--- config.mk ---
export PLATFORM = sky130hd
export DESIGN_NAME = vec_intc
export DESIGN_NICKNAME = d
export VERILOG_FILES = /design/src/rtl/icu_pkg.sv /design/src/rtl/intc_capture.sv /design/src/rtl/intc_arbiter.sv /design/src/rtl/intc_path.sv /design/src/rtl/vec_intc.sv
export SDC_FILE = /design/constraint.sdc
export NUM_CORES = 1
export LEC_CHECK = 0
export ABC_AREA = 1
export CAP_MARGIN = 15
export CELL_PAD_IN_SITES_DETAIL_PLACEMENT = 0
export CELL_PAD_IN_SITES_GLOBAL_PLACEMENT = 2
export CORE_MARGIN = 5
export CORE_UTILIZATION = 36
export CTS_CLUSTER_DIAMETER = 60
export DETAILED_ROUTE_END_ITERATION = 10
export MAX_ROUTING_LAYER = met4
export PLACE_DENSITY_LB_ADDON = 0.1
export SYNTH_ARGS = -nofsm -noshare
export SYNTH_HDL_FRONTEND = slang
export SYNTH_HIERARCHICAL = 1
export SYNTH_SLANG_ARGS = --single-unit
--- constraint.sdc ---
create_clock -name clk -period 28.8 [get_ports clk]
set_input_delay 5.76 -clock clk [delete_from_list [all_inputs] [get_ports clk]]
set_output_delay 5.76 -clock clk [all_outputs]
set_load 0.01 [all_outputs]
--- src/rtl/icu_pkg.sv ---
package icu_pkg;
  parameter int PRIO_W  = 4;
  parameter int VEC_W   = 4;
  localparam int NUM_LVL = 1 << PRIO_W;
  localparam int VALID_BIT = 8;

  localparam logic [4:0] OFS_MASK = 5'd0;
  localparam logic [4:0] OFS_TRIG = 5'd1;
  localparam logic [4:0] OFS_EDGE = 5'd2;
  localparam logic [4:0] OFS_SWRQ = 5'd3;
  localparam logic [4:0] OFS_REQ  = 5'd4;
  localparam logic [4:0] OFS_ISR  = 5'd5;
  localparam logic [4:0] OFS_VEC  = 5'd6;
  localparam logic [4:0] OFS_EOI  = 5'd7;
  localparam logic [4:0] OFS_PRIO = 5'd8;

  // Highest set bit of the active-level set.
  function automatic logic [PRIO_W-1:0] hi_level(input logic [NUM_LVL-1:0] lv);
    hi_level = '0;
    for (int i = 0; i < NUM_LVL; i++)
      if (lv[i]) hi_level = i[PRIO_W-1:0];
  endfunction

  // A request may compete only above every active level.
  function automatic logic eligible(input logic rq, input logic msk,
                                    input logic [PRIO_W-1:0] p,
                                    input logic act_v, input logic [PRIO_W-1:0] act_l);
    eligible = rq && !msk && (!act_v || (p > act_l));
  endfunction

  // Vector word layout: valid flag at bit 8, number in bits 3:0.
  function automatic logic [31:0] vec_word(input logic v, input logic [VEC_W-1:0] num);
    vec_word = '0;
    vec_word[VALID_BIT] = v;
    vec_word[VEC_W-1:0] = v ? num : {VEC_W{1'b1}};
  endfunction
endpackage

--- src/rtl/intc_capture.sv ---
module intc_capture
  import icu_pkg::*;
#(
  parameter int N = 16
) (
  input  logic         clk,
  input  logic         rst_n,
  input  logic [N-1:0] in_raw,
  input  logic [N-1:0] trig,
  input  logic [N-1:0] sw_set,
  input  logic [N-1:0] edge_clr,
  input  logic [N-1:0] ack_clr,
  output logic [N-1:0] req,
  output logic [N-1:0] edge_st
);
  logic [N-1:0] samp_q, prev_q, sw_q, rise;

  assign rise = samp_q & ~prev_q & trig;

  always_ff @(posedge clk or negedge rst_n) begin
    if (!rst_n) begin
      samp_q  <= '0;
      prev_q  <= '0;
      edge_st <= '0;
      sw_q    <= '0;
    end else begin
      samp_q  <= in_raw;
      prev_q  <= samp_q;
      edge_st <= (edge_st & ~(edge_clr | ack_clr)) | rise;
      sw_q    <= (sw_q & ~ack_clr) | sw_set;
    end
  end

  for (genvar g = 0; g < N; g++) begin : g_req
    assign req[g] = (trig[g] ? edge_st[g] : samp_q[g]) | sw_q[g];
  end

  AST_LEVEL_NO_EDGE: assert property (@(posedge clk) disable iff (!rst_n)
    (edge_st == '0) && (trig == '0) |=> (edge_st == '0)) else $error("edge set in level mode");
endmodule

--- src/rtl/intc_arbiter.sv ---
module intc_arbiter
  import icu_pkg::*;
#(
  parameter int N = 16
) (
  input  logic [N-1:0]        req,
  input  logic [N-1:0]        mask,
  input  logic [N*PRIO_W-1:0] prio_flat,
  input  logic                act_valid,
  input  logic [PRIO_W-1:0]   act_lvl,
  output logic                win_valid,
  output logic [VEC_W-1:0]    win_idx,
  output logic [PRIO_W-1:0]   win_prio
);
  always_comb begin
    win_valid = 1'b0;
    win_idx   = '0;
    win_prio  = '0;
    for (int i = 0; i < N; i++) begin
      if (eligible(req[i], mask[i], prio_flat[i*PRIO_W +: PRIO_W], act_valid, act_lvl) &&
          (!win_valid || (prio_flat[i*PRIO_W +: PRIO_W] > win_prio))) begin
        win_valid = 1'b1;
        win_idx   = VEC_W'(i);
        win_prio  = prio_flat[i*PRIO_W +: PRIO_W];
      end
    end
  end
endmodule

--- src/rtl/intc_path.sv ---
module intc_path
  import icu_pkg::*;
#(
  parameter int N = 16
) (
  input  logic         clk,
  input  logic         rst_n,
  input  logic [N-1:0] in_raw,
  input  logic         wr_en,
  input  logic         rd_en,
  input  logic [4:0]   widx,
  input  logic [31:0]  wdata,
  output logic [31:0]  rdata,
  output logic         line
);
  localparam int IDX_W = (N > 1) ? $clog2(N) : 1;

  logic [N-1:0]        mask_q, trig_q, isr_q;
  logic [NUM_LVL-1:0]  lvl_q;
  logic [PRIO_W-1:0]   prio_q [N];
  logic [N*PRIO_W-1:0] prio_flat;
  logic [N-1:0]        req, edge_st, sw_set, edge_clr, ack_vec;
  logic                win_valid, act_valid;
  logic [VEC_W-1:0]    win_idx;
  logic [PRIO_W-1:0]   win_prio, act_lvl;
  logic                vec_rd, ack_fire, eoi_fire, prio_wr;
  logic [4:0]          prio_sel;

  for (genvar g = 0; g < N; g++) begin : g_flat
    assign prio_flat[g*PRIO_W +: PRIO_W] = prio_q[g];
  end

  assign act_valid = |lvl_q;
  assign act_lvl   = hi_level(lvl_q);
  assign vec_rd    = rd_en && (widx == OFS_VEC);
  assign ack_fire  = vec_rd && win_valid;
  assign eoi_fire  = wr_en && (widx == OFS_EOI);
  assign sw_set    = (wr_en && widx == OFS_SWRQ) ? wdata[N-1:0] : '0;
  assign edge_clr  = (wr_en && widx == OFS_EDGE) ? wdata[N-1:0] : '0;
  assign prio_sel  = widx - OFS_PRIO;
  assign prio_wr   = wr_en && (widx >= OFS_PRIO) && (int'(prio_sel) < N) && (isr_q == '0);

  always_comb begin
    ack_vec = '0;
    if (ack_fire) ack_vec[win_idx[IDX_W-1:0]] = 1'b1;
  end

  intc_capture #(.N(N)) u_cap (
    .clk(clk), .rst_n(rst_n), .in_raw(in_raw), .trig(trig_q), .sw_set(sw_set),
    .edge_clr(edge_clr), .ack_clr(ack_vec), .req(req), .edge_st(edge_st)
  );

  intc_arbiter #(.N(N)) u_arb (
    .req(req), .mask(mask_q), .prio_flat(prio_flat), .act_valid(act_valid),
    .act_lvl(act_lvl), .win_valid(win_valid), .win_idx(win_idx), .win_prio(win_prio)
  );

  always_ff @(posedge clk or negedge rst_n) begin
    if (!rst_n) begin
      mask_q <= '1;
      trig_q <= '0;
    end else if (wr_en) begin
      if (widx == OFS_MASK) mask_q <= wdata[N-1:0];
      if (widx == OFS_TRIG) trig_q <= wdata[N-1:0];
    end
  end

  always_ff @(posedge clk or negedge rst_n) begin
    if (!rst_n) begin
      for (int i = 0; i < N; i++) prio_q[i] <= '0;
    end else if (prio_wr) begin
      prio_q[prio_sel[IDX_W-1:0]] <= wdata[PRIO_W-1:0];
    end
  end

  // In-service tracking: one bit per input, one per priority level.
  always_ff @(posedge clk or negedge rst_n) begin
    if (!rst_n) begin
      isr_q <= '0;
      lvl_q <= '0;
    end else if (ack_fire) begin
      isr_q[win_idx[IDX_W-1:0]] <= 1'b1;
      lvl_q[win_prio]           <= 1'b1;
    end else if (eoi_fire && act_valid) begin
      lvl_q[act_lvl] <= 1'b0;
      for (int i = 0; i < N; i++)
        if (prio_q[i] == act_lvl) isr_q[i] <= 1'b0;
    end
  end

  always_comb begin
    rdata = '0;
    case (widx)
      OFS_MASK: rdata[N-1:0] = mask_q;
      OFS_TRIG: rdata[N-1:0] = trig_q;
      OFS_EDGE: rdata[N-1:0] = edge_st;
      OFS_REQ:  rdata[N-1:0] = req;
      OFS_ISR:  rdata[N-1:0] = isr_q;
      OFS_VEC:  rdata        = vec_word(win_valid, win_idx);
      default:
        if (widx >= OFS_PRIO && int'(prio_sel) < N)
          rdata[PRIO_W-1:0] = prio_q[prio_sel[IDX_W-1:0]];
    endcase
  end

  assign line = win_valid;

  AST_ACK_ADDS_ONE: assert property (@(posedge clk) disable iff (!rst_n)
    ack_fire |=> ($countones(isr_q) == $countones($past(isr_q)) + 1)) else $error("ack");
  AST_EOI_RETIRES_ONE: assert property (@(posedge clk) disable iff (!rst_n)
    eoi_fire && act_valid |=> ($countones(isr_q) + 1 == $countones($past(isr_q)))) else $error("eoi");
  AST_ISR_MATCHES_LEVELS: assert property (@(posedge clk) disable iff (!rst_n)
    $countones(isr_q) == $countones(lvl_q)) else $error("level/isr mismatch");
  AST_EMPTY_READ_INERT: assert property (@(posedge clk) disable iff (!rst_n)
    vec_rd && !win_valid |=> $stable(isr_q) && $stable(lvl_q)) else $error("empty read");
  AST_PRIO_FROZEN: assert property (@(posedge clk) disable iff (!rst_n)
    (|isr_q) |=> $stable(prio_flat)) else $error("prio changed");
  AST_MASKED_NEVER_WINS: assert property (@(posedge clk) disable iff (!rst_n)
    win_valid |-> !mask_q[win_idx[IDX_W-1:0]]) else $error("masked winner");
endmodule

--- src/rtl/vec_intc.sv ---
module vec_intc
  import icu_pkg::*;
#(
  parameter int N_NORM = 16,
  parameter int N_FAST = 8
) (
  input  logic              clk,
  input  logic              rst_n,
  input  logic [N_NORM-1:0] irq_in,
  input  logic [N_FAST-1:0] fiq_in,
  input  logic [7:0]        bus_addr,
  input  logic              bus_wr,
  input  logic              bus_rd,
  input  logic [31:0]       bus_wdata,
  output logic [31:0]       bus_rdata,
  output logic              irq_line,
  output logic              fiq_line
);
  logic        sel_fast;
  logic [4:0]  widx;
  logic [31:0] rd_norm, rd_fast;
  logic        unused_bits;

  assign sel_fast    = bus_addr[7];
  assign widx        = bus_addr[6:2];
  assign unused_bits = ^bus_addr[1:0];

  intc_path #(.N(N_NORM)) u_norm (
    .clk(clk), .rst_n(rst_n), .in_raw(irq_in),
    .wr_en(bus_wr && !sel_fast), .rd_en(bus_rd && !sel_fast),
    .widx(widx), .wdata(bus_wdata), .rdata(rd_norm), .line(irq_line)
  );

  intc_path #(.N(N_FAST)) u_fast (
    .clk(clk), .rst_n(rst_n), .in_raw(fiq_in),
    .wr_en(bus_wr && sel_fast), .rd_en(bus_rd && sel_fast),
    .widx(widx), .wdata(bus_wdata), .rdata(rd_fast), .line(fiq_line)
  );

  assign bus_rdata = sel_fast ? rd_fast : rd_norm;

  AST_ONE_STROBE: assert property (@(posedge clk) disable iff (!rst_n)
    !(bus_wr && bus_rd)) else $error("read and write together");
endmodule

* Word level (Yosys, flattened, before mapping) *
Index checks and enable logic that the tools add are counted.

storage, ports and cells
  memories = 0
  ROM bits = 0
  bits in latches = 0
  input bits = 68
  bits in registers = 296
  output and inout port bits = 34
  bits in writable memories = 0

operators by class
  div/mod/pow operators = 0
  add/sub/neg operators = 1
  muxes and demuxes = 196
  magnitude comparators = 65
  reductions and logical operators = 256
  bitwise gates (word level) = 54
  shift-type cells = 0
  equality and inequality tests = 31
  multipliers = 0

operator list
  kind                  count
  $mux W4               82
  $gt A4 B4 Y1          46
  $mux W16              9
  $logic_and A1 B1 Y1   102
  $and A16 B16 Y16      6
  $eq A4 B4 Y1          24
  $or A16 B16 Y16       6
  $mux W1               83
  $not A16 Y16          5
  $pmux W12 S6          1
  $bwmux W64            1
  $reduce_and A2 Y1     28
  $reduce_bool A2 Y1    26
  $logic_not A1 Y1      49
  $pmux W4 S6           2
  $logic_or A1 B1 Y1    46
  $mux W8               5
  $and A8 B8 Y8         4
  $bwmux W32            1
  $mux W32              1
  $or A8 B8 Y8          4
  $reduce_or A16 Y1     2
  $lt A4 B5 Y1 const B  5
  $not A8 Y8            3
  other kinds (27)      62

* Logic depth before layout (Yosys ltp) *
Gate-level depths: netlist (run 1).

  depth after elaboration = 88
  depth in mapped cells = 190

* By module *
Netlist (run 1), hierarchy kept.

modules (own cells, without submodules)
  module                        cells an instance  area each (sq um)  instances
  intc_path at u_norm           1,042              7,719.9            1
  intc_path at u_fast           632                4,554.4            1
  intc_arbiter at u_norm.u_arb  743                4,346.7            1
  intc_capture at u_norm.u_cap  240                2,362.3            1
  intc_arbiter at u_fast.u_arb  362                2,102.0            1
  intc_capture at u_fast.u_cap  120                1,181.1            1
  vec_intc                      112                495.5              1

* Worst setup path after synthesis (run 1) *
No wires, ideal clock.

  kind = register -> output
  start point = reg u_norm.lvl_q[4]
  end point = out bus_rdata[1]
  data arrival time = 18.160 ns
  required time = 23.040 ns
  path buffers = 5
  stages on the path, launching flop included = 174
  path slack = 4.880 ns
  cell sequence = dfrtp_1 nor2_1 nand2_1 nand3_1 nand2_1 nand2_1 nand2_1 nand2_1 buf_2 inv_1 ha_1 nand2_1 nand2_1 nand2_1 nand2_1 nand2_1 nand2_2 nand2_4 [... 138 more ...] nand2_1 ha_1 inv_1 nor2_1 o21bai_1 nand2_1 o21ai_0 o21ai_0 nand2_1 nand2_1 inv_1 nand2_1 inv_1 a21oi_1 a2111oi_0 o21ai_0 nand2_2 nand2_1

between the ends
  cells in the longest elaborated chain, start to end = 79

ends and longest elaborated chain
  item                                              line                text
  start: declaration                                intc_path.sv:19     logic [NUM_LVL-1:0] lvl_q;
  start signal: assignment                          intc_path.sv:80     lvl_q <= '0;
  start signal: indexed assignment                  intc_path.sv:83     lvl_q[win_prio] <= 1'b1;
  start signal: indexed assignment                  intc_path.sv:85     lvl_q[act_lvl] <= 1'b0;
  $mux W4 * (12 in series)                          icu_pkg.sv:21       if (lv[i]) hi_level = i[PRIO_W-1:0];
  net u_norm.act_lvl[1]                             intc_path.sv:25     logic [PRIO_W-1:0] win_prio, act_lvl;
  $gt A4 B4 Y1                                      icu_pkg.sv:28       eligible = rq && !msk && (!act_v || (p > act_l));
  $logic_or A1 B1 Y1                                icu_pkg.sv:28
  $logic_and A1 B1 Y1                               icu_pkg.sv:28
  $mux W4 or $mux W1 (tied branches)                intc_arbiter.sv:20  if (eligible(req[i], mask[i], prio_flat[i*PRIO_W +: PRIO_W], act_valid, act_lvl) &&
  $gt A4 B4 Y1 or $logic_not A1 Y1 (tied branches)  intc_arbiter.sv:21  (!win_valid || (prio_flat[i*PRIO_W +: PRIO_W] > win_prio))) begin
  $logic_or A1 B1 Y1                                intc_arbiter.sv:21
  [... 55 more ...]                                 -
  $logic_or A1 B1 Y1                                intc_arbiter.sv:21
  $logic_and A1 B1 Y1                               intc_arbiter.sv:20
  $mux W4 *                                         intc_arbiter.sv:20
  net u_norm.win_idx[1]                             intc_path.sv:24     logic [VEC_W-1:0] win_idx;
  $mux W4 *                                         icu_pkg.sv:35       vec_word[VEC_W-1:0] = v ? num : {VEC_W{1'b1}};
  $pmux W4 S6 *                                     intc_path.sv:93     case (widx)
  net rd_norm[1]                                    vec_intc.sv:21      logic [31:0] rd_norm, rd_fast;
  $mux W32 *                                        vec_intc.sv:40      assign bus_rdata = sel_fast ? rd_fast : rd_norm;
  end: declaration                                  vec_intc.sv:15      output logic [31:0] bus_rdata,

Mark *: on every way through the listed nets, which the timed path passes. The rest lies on a longest branch.

* Final worst setup path (run 1) *
  start point = reg u_norm.lvl_q[1]
  end point = out bus_rdata[1]

between the ends
  cells in the longest elaborated chain, start to end = 82

ends and longest elaborated chain
  item                                              line
  $mux W1                                           icu_pkg.sv:21
  $mux W4 (14 in series)                            icu_pkg.sv:21
  $gt A4 B4 Y1                                      icu_pkg.sv:28
  $logic_or A1 B1 Y1                                icu_pkg.sv:28
  $logic_and A1 B1 Y1                               icu_pkg.sv:28
  $mux W4 or $mux W1 (tied branches)                intc_arbiter.sv:20
  $gt A4 B4 Y1 or $logic_not A1 Y1 (tied branches)  intc_arbiter.sv:21
  $logic_or A1 B1 Y1                                intc_arbiter.sv:21
  [... 55 more ...]                                 -
  $logic_or A1 B1 Y1                                intc_arbiter.sv:21
  $logic_and A1 B1 Y1                               intc_arbiter.sv:20
  $mux W4 *                                         intc_arbiter.sv:20
  net u_norm.win_idx[1]                             intc_path.sv:24
  $mux W4 *                                         icu_pkg.sv:35
  $pmux W4 S6 *                                     intc_path.sv:93
  net rd_norm[1]                                    vec_intc.sv:21
  $mux W32 *                                        vec_intc.sv:40

Marks and branches as above.

==> impl_metrics.csv, run 1 <==
group,metric,value,unit
detailed_routing,wl,87.15,mm
power_and_ir_drop,pwr-share-seq,41.5,%
die,die_height,261.5,um
logic_synthesis,syn_area,22760,um2
die,num_io_pins,102,
finish,instances_no_fill,4209,
clocking,cts_root_buf,"clkbuf_16",
clocking,clock_path_buffers,3,
clocking,tritoncts,"built",
logic_synthesis,post-synth-top-area-cell,"dfrtp_1",
setup_path,max_stage_delay,0.42,ns
logic_synthesis,avgSynthCellArea,7.001,um2
power_and_ir_drop,comb_power_share,10.4,%
timing,finalHoldViolations,0,
setup_path,crit_fanout,11,
power_and_ir_drop,max-vdd-ir-drop,0.04385,mV
logic_synthesis,synth_warnings,6,
logic_synthesis,synth-async-reset-ratio,100.0,%
detailed_routing,drtIter0Drc,1370,
timing,drv_slew,0,
setup_path,cp_data_arrival_time,20.94,ns
die,die_x,261.5,um
clocking,clk_pin_slew,0.06,ns
logic_synthesis,synth.top_cell.area_share,29.90,%
timing,relSlewSlack,25.27,%
power_and_ir_drop,powerDensity,42.63,nW/um2
finish,multiInputGateArea,12980,um2
timing,setup_ws,2.098,ns
global_route,grt_pass1_wl,131.0,mm
clocking,htree_levels,2,
global_route,track_usage,25.86,%
clocking,cts_made_buffers,42,
finish,final_core_util,40.91,%
detailed_routing,remaining_drc_errors,0,
timing,fin_crit,26.70,ns
global_route,grt_pass1_vias,21240,
detailed_routing,ant_nets,0,
die,placementRows,92,
die,core_area,62850,um2
finish,final_nets,3575,
worst_hold_path,hold_class,"reg -> reg",
clocking,ctsHoldBuffers,0,
timing,tightestPinTransition,1.117,ns
logic_synthesis,synth.distinct_cells,60,
finish,num-fill-cells,6659,
detailed_routing,vias,21770,
placed_design,dp.cells,4125,
detailed_routing,firstDrtPassIters,5,
timing,fmax,0.03745,GHz
finish,seqCellArea,7437,um2
finish,area_growth,12.96,%
finish,final_cell_mix,"nand2_1 (900), inv_1 (464), dfrtp_1 (272), o21ai_0 (265), nor2_1 (242)",
global_route,grt_remaining_overflow,0,
logic_synthesis,synth_seq_area_share,32.67,%
setup_path,startpoint_type,"register",
timing,holdWs,0.3995,ns
finish,drive_gt1_share,8.328,%
logic_synthesis,ys_ff_latch,296,
power_and_ir_drop,intPower,0.7854,mW
die,fp.dieArea,68360,um2
power_and_ir_drop,power.leakage,13.14,nW
run,max_cap_violations,0,
placed_design,post-place-ws,0.9010,ns
die,initial_core_util,36.22,%
global_route,antenna_found_initial,1,
power_and_ir_drop,p_clk_share,48.1,%
logic_synthesis,synth_edf_count,0,
timing,fin_tns_setup,0,ns
logic_synthesis,ys_top_cells_by_area,"dfrtp_1 (30%), nand2_1 (15%), ha_1 (9.8%)",
placed_design,dp_hpwl,64.80,mm
placed_design,place_congestion,0.9472,
logic_synthesis,postSynthCellCount,3251,
detailed_routing,viasPerCell,5.173,
timing,setup_viol,0,
setup_path,criticalPathCategory,"reg -> out",
power_and_ir_drop,swShare,28.35,%
placed_design,portBuffers,67,
outcome,status,"finished clean",
setup_path,end_kind,"primary output",
logic_synthesis,synth-main-ff-cell,"dfrtp_1",
global_route,grt_max_degree,121,
finish,final_common_cell,"nand2_1",
clocking,cts_sinks,296,
clocking,clk_latency,0.58,ns
timing,skew,0.01618,ns
power_and_ir_drop,p_sw,0.3107,mW
setup_path,critPathSlowestCell,"dfrtp_1",
setup_path,required,23.04,ns
setup_path,critPathMostFrequentCell,"nand2_1",
timing,period_share,92.72,%
detailed_routing,wl_per_cell,20.71,um
critical path: cells and delay by family (launching register included):
kind                     cells  cell delay (ns)
buffers and inverters       17             1.23
flip-flops                   1             0.42
adder cells (fa/ha/maj)     16             4.56
AO/OA/AOI/OAI               36             4.80
AND/OR/NAND/NOR            106             9.35
power by group through the flow:
stage / sequential, mW / combinational (mW) / clock (mW)
2_1_floorplan: 0.456 / 0.0672 / 0
3_3_place_gp: 0.461 / 0.112 / 0
3_5_place_dp: 0.462 / 0.114 / 0
4_1_cts: 0.454 / 0.115 / 0.541
5_1_grt: 0.457 / 0.128 / 0.558
6_report: 0.455 / 0.114 / 0.527
stage by stage:
stage | area, um2 | total power, mW
6_report | 25710 | 1.096
5_1_grt | 25710 | 1.143
4_1_cts | 25570 | 1.110
3_5_place_dp | 24160 | 0.5759
3_3_place_gp | 24160 | 0.5734
2_1_floorplan | 22900 | 0.5233
per-layer routing:
metal / up-vias / wire, um / GRT usage (%)
met4: 0 / 3646 / 9.591
met1: 10300 / 36740 / 30.98
met3: 169 / 3667 / 2.680
met2: 599 / 43100 / 45.16
met5: - / 0 / -
li1: 10700 / - / -
cells in the mapped netlist, types with 7 or more instances:
master and number:
nor2_1 242, nand4_1 53, o22ai_1 15, and2_1 16, dfstp_2 24, o211ai_1 16, dfrtp_1 272, a21oi_1 83
nand3_2 13, nand3_1 221, o2111ai_1 15, nand2_1 909, xor2_1 22, o21bai_1 46, o21ai_0 286, buf_4 50
buf_2 12, nand2_4 8, a221oi_1 28, buf_6 10, o221ai_1 11, a22oi_1 19, ha_1 179, o21ai_1 35
nand2_2 43, inv_2 22, nor2_4 7, clkbuf_1 33, nor3_1 10, nor2_2 7, inv_1 467, xnor2_1 7
or2_2 8
logic make-up (layout without fill, tap and decap cells):
kind of cell / count (synthesis) / after routing / synth area share, %
compound gates: 576 / 576 / 14.90
xor+xnor: 29 / 29 / 1.116
fa+ha+maj: 179 / 179 / 9.839
buf+inv: 604 / 678 / 11.32
flops: 296 / 296 / 32.67
other cells: 3 / 41 / 0.04947
simple gates: 1564 / 1564 / 30.10
registers in the layout (all words and copies together), names as in the netlist, 16 cells and up:
signal / flops
u_norm/prio_flat: 64
u_norm/u_cap/edge_st: 16
u_norm/u_cap/samp_q: 16
u_fast/lvl_q: 16
u_norm/mask_q: 16
u_norm/trig_q: 16
u_norm/lvl_q: 16
u_fast/prio_flat: 32
u_norm/u_cap/prev_q: 16
u_norm/u_cap/sw_q: 16
u_norm/isr_q: 16
cell type report:
type	instances	area share, %
multi-input combinational	2388	50.48
sequential	296	28.92
inverter	497	7.304
clock buffer	55	4.511
tap	846	4.117
timing repair buffer	103	3.698
clock inverter	23	0.9538
antenna	1	0.009732
path summary, 6_finish.rpt:
kind / start / to / slack (ns) / depth (start not counted)
setup reg to reg: u_norm/lvl_q[1] / u_norm/isr_q[2] / 8.32 / 175
max in group asynchronous: rst_n / u_norm/u_cap/samp_q[3] / 21.39 / 3
hold reg to reg: u_norm/u_cap/samp_q[4] / u_norm/u_cap/prev_q[4] / 0.40 / 0
hold / removal: u_norm/u_cap/samp_q[4] / u_norm/u_cap/prev_q[4] / 0.40 / 0
min in group asynchronous: rst_n / u_norm/prio_flat[35] / 5.28 / 1
setup / recovery: u_norm/lvl_q[1] / bus_rdata[1] / 2.10 / 175
what timing repair did:
item | in CTS | in global routing
buffers inserted | 0 | 5
setup endpoints to repair | 0 | 4
resized for setup | 0 | 55
Note: power is estimated with default switching activity, not from simulation.
==> run 2, diff against run 1 <==
--- a/config.mk
+++ b/config.mk
@@ -15,6 +15,7 @@
 export DETAILED_ROUTE_END_ITERATION = 10
 export MAX_ROUTING_LAYER = met4
 export PLACE_DENSITY_LB_ADDON = 0.1
+export SKIP_LAST_GASP = 1
 export SYNTH_ARGS = -nofsm -noshare
 export SYNTH_HDL_FRONTEND = slang
 export SYNTH_HIERARCHICAL = 1
==> run 2 against run 1 <==
  * Sequential share of layout area is essentially flat
  * Die area stayed put
  * Sequential power is essentially flat
  * Final cell count unchanged
  * Utilization about the same
  * Via count about the same
  * Global-route usage unchanged
  * Non-clock buffer count is the same
==> impl_metrics.csv, run 2 (synthesis gave the netlist of run 1 again) <==
group,metric,value,unit
setup_path,criticalPathCategory,"reg -> out",
placed_design,portBuffers,67,
setup_path,crit_fanout,11,
run,max_cap_violations,0,
global_route,met2_usage,45.16,%
detailed_routing,wl,87.16,mm
clocking,clk_pin_slew,0.06,ns
timing,setup_viol,0,
detailed_routing,remaining_drc_errors,0,
finish,final_nets,3575,
clocking,clock_path_buffers,3,
finish,final_common_cell,"nand2_1",
setup_path,cp_data_arrival_time,21.03,ns
timing,setup_ws,2.006,ns
global_route,grt_remaining_overflow,0,
timing,skew,0.01601,ns
die,placementRows,92,
global_route,antenna_found_initial,1,
finish,area_growth,12.95,%
setup_path,end_kind,"primary output",
finish,drive_gt1_share,8.328,%
setup_path,crit_path_end,"bus_rdata[0]",
die,num_io_pins,102,
detailed_routing,vias,21770,
detailed_routing,wl_per_cell,20.71,um
setup_path,setup.worst_path.start,"u_norm/lvl_q[1]",
timing,finalHoldViolations,0,
outcome,status,"finished clean",
setup_path,r2r-end,"u_norm/isr_q[2]",
clocking,htree_levels,2,
power_and_ir_drop,max-vdd-ir-drop,0.04385,mV
clocking,cts_made_buffers,42,
detailed_routing,viasPerCell,5.172,
power_and_ir_drop,powerDensity,42.64,nW/um2
detailed_routing,drtIter0Drc,1361,
timing,tightestPinTransition,1.127,ns
global_route,grt_max_degree,121,
timing,fin_crit,26.79,ns
finish,largest_reg_flops,64,
timing,fmax,0.03732,GHz
die,core_area,62850,um2
setup_path,critPathSlowestCell,"clkdlybuf4s50_1",
setup_path,regToRegStartpoint,"u_norm/lvl_q[1]",
global_route,grt-busiest-layer,"met2",
setup_path,critPathMostFrequentCell,"nand2_1",
clocking,ctsHoldBuffers,0,
detailed_routing,firstDrtPassIters,6,
global_route,use_met1,30.98,%
timing,relSlewSlack,24.61,%
setup_path,max_stage_delay,0.49,ns
die,fp.dieArea,68360,um2
power_and_ir_drop,finalPower,1.096,mW
die,die_height,261.5,um
finish,final_cell_mix,"nand2_1 (900), inv_1 (464), dfrtp_1 (272), o21ai_0 (266), nor2_1 (242)",
setup_path,rr_worst_depth,175,
global_route,use_met3,2.680,%
global_route,grt_pass1_vias,21240,
clocking,cts_root_buf,"clkbuf_16",
global_route,grt_pass1_wl,131.0,mm
die,initial_core_util,36.22,%
placed_design,place_congestion,0.9472,
power_and_ir_drop,power.leakage,13.12,nW
detailed_routing,ant_nets,0,
clocking,clk_latency,0.58,ns
worst_hold_path,hold_class,"reg -> reg",
setup_path,required,23.04,ns
placed_design,dp_hpwl,64.80,mm
clocking,cts_sinks,296,
timing,drv_slew,0,
timing,period_share,93.04,%
placed_design,post-place-ws,0.9010,ns
setup_path,r2r_slack,8.33,ns
setup_path,startpoint_type,"register",
die,die_x,261.5,um
timing,rsz0062_at_grt,"true",
clocking,tritoncts,"built",
global_route,track_usage,25.86,%
run 2: worst min-delay path by stage:
stage                                       start                       to  slack (ns)  cells after the start
after floorplan            u_fast/u_cap/samp_q[0]   u_fast/u_cap/prev_q[0]        0.37                      0
after global placement     u_norm/u_cap/samp_q[3]   u_norm/u_cap/prev_q[3]        0.39                      0
after detailed placement  u_norm/u_cap/samp_q[13]  u_norm/u_cap/prev_q[13]        0.39                      0
after CTS                 u_norm/u_cap/samp_q[15]  u_norm/u_cap/prev_q[15]        0.40                      0
after global routing      u_norm/u_cap/samp_q[15]  u_norm/u_cap/prev_q[15]        0.41                      0
final                     u_norm/u_cap/samp_q[15]  u_norm/u_cap/prev_q[15]        0.40                      0
run 2: power by group:
part	leakage (nW)	internal, mW	switching, mW
Combinational	8.99	0.0339	0.0802
Sequential	3.45	0.437	0.0174
Clock	0.681	0.314	0.213
run 2: what timing repair did:
action,4_1_cts,5_1_grt
endpoints found under the setup margin,0,4
resized for setup,0,53
hold endpoints to repair,0,0
setup buffers,0,5
run 2: area by class of cell:
class / count / area [um2]
clock buffers: 55 / 1160
repair buffers: 103 / 948.4
fillers: 6660 / 37140
clock inverters: 23 / 245.2
diodes: 1 / 2.502
inverters: 497 / 1878
flip-flops and latches: 296 / 7437
well taps: 846 / 1059
multi-input cells: 2388 / 12980
run 2: worst max-delay path: cells and delay by family (launching register included):
family | cells | cell delay (ns)
flops | 1 | 0.42
simple gates | 105 | 9.24
fa+ha+maj | 16 | 4.56
compound gates | 37 | 5.03
buf+inv | 14 | 1.19
run 2: through the flow:
stage	hold WS, ns	TNS (ns)	std cells	instance area [um2]	utilization [%]
finish	0.3995	0	4209	25710	40.91
global route	0.4101	-0.1602	4208	25710	40.90
CTS	0.4027	0	4203	25570	40.68
detailed placement	0.3885	0	4125	24160	38.44
global placement	0.3874	0	4125	24160	38.44
floorplan	0.3749	0	3288	22900	-
run 2: metal layers:
| layer | vias to the layer above | routed length (um) |
|---|---|---|
| li1 | 10700 | - |
| met1 | 10320 | 36690 |
| met2 | 582 | 43200 |
| met3 | 165 | 3659 |
| met4 | 0 | 3612 |
| met5 | - | 0 |
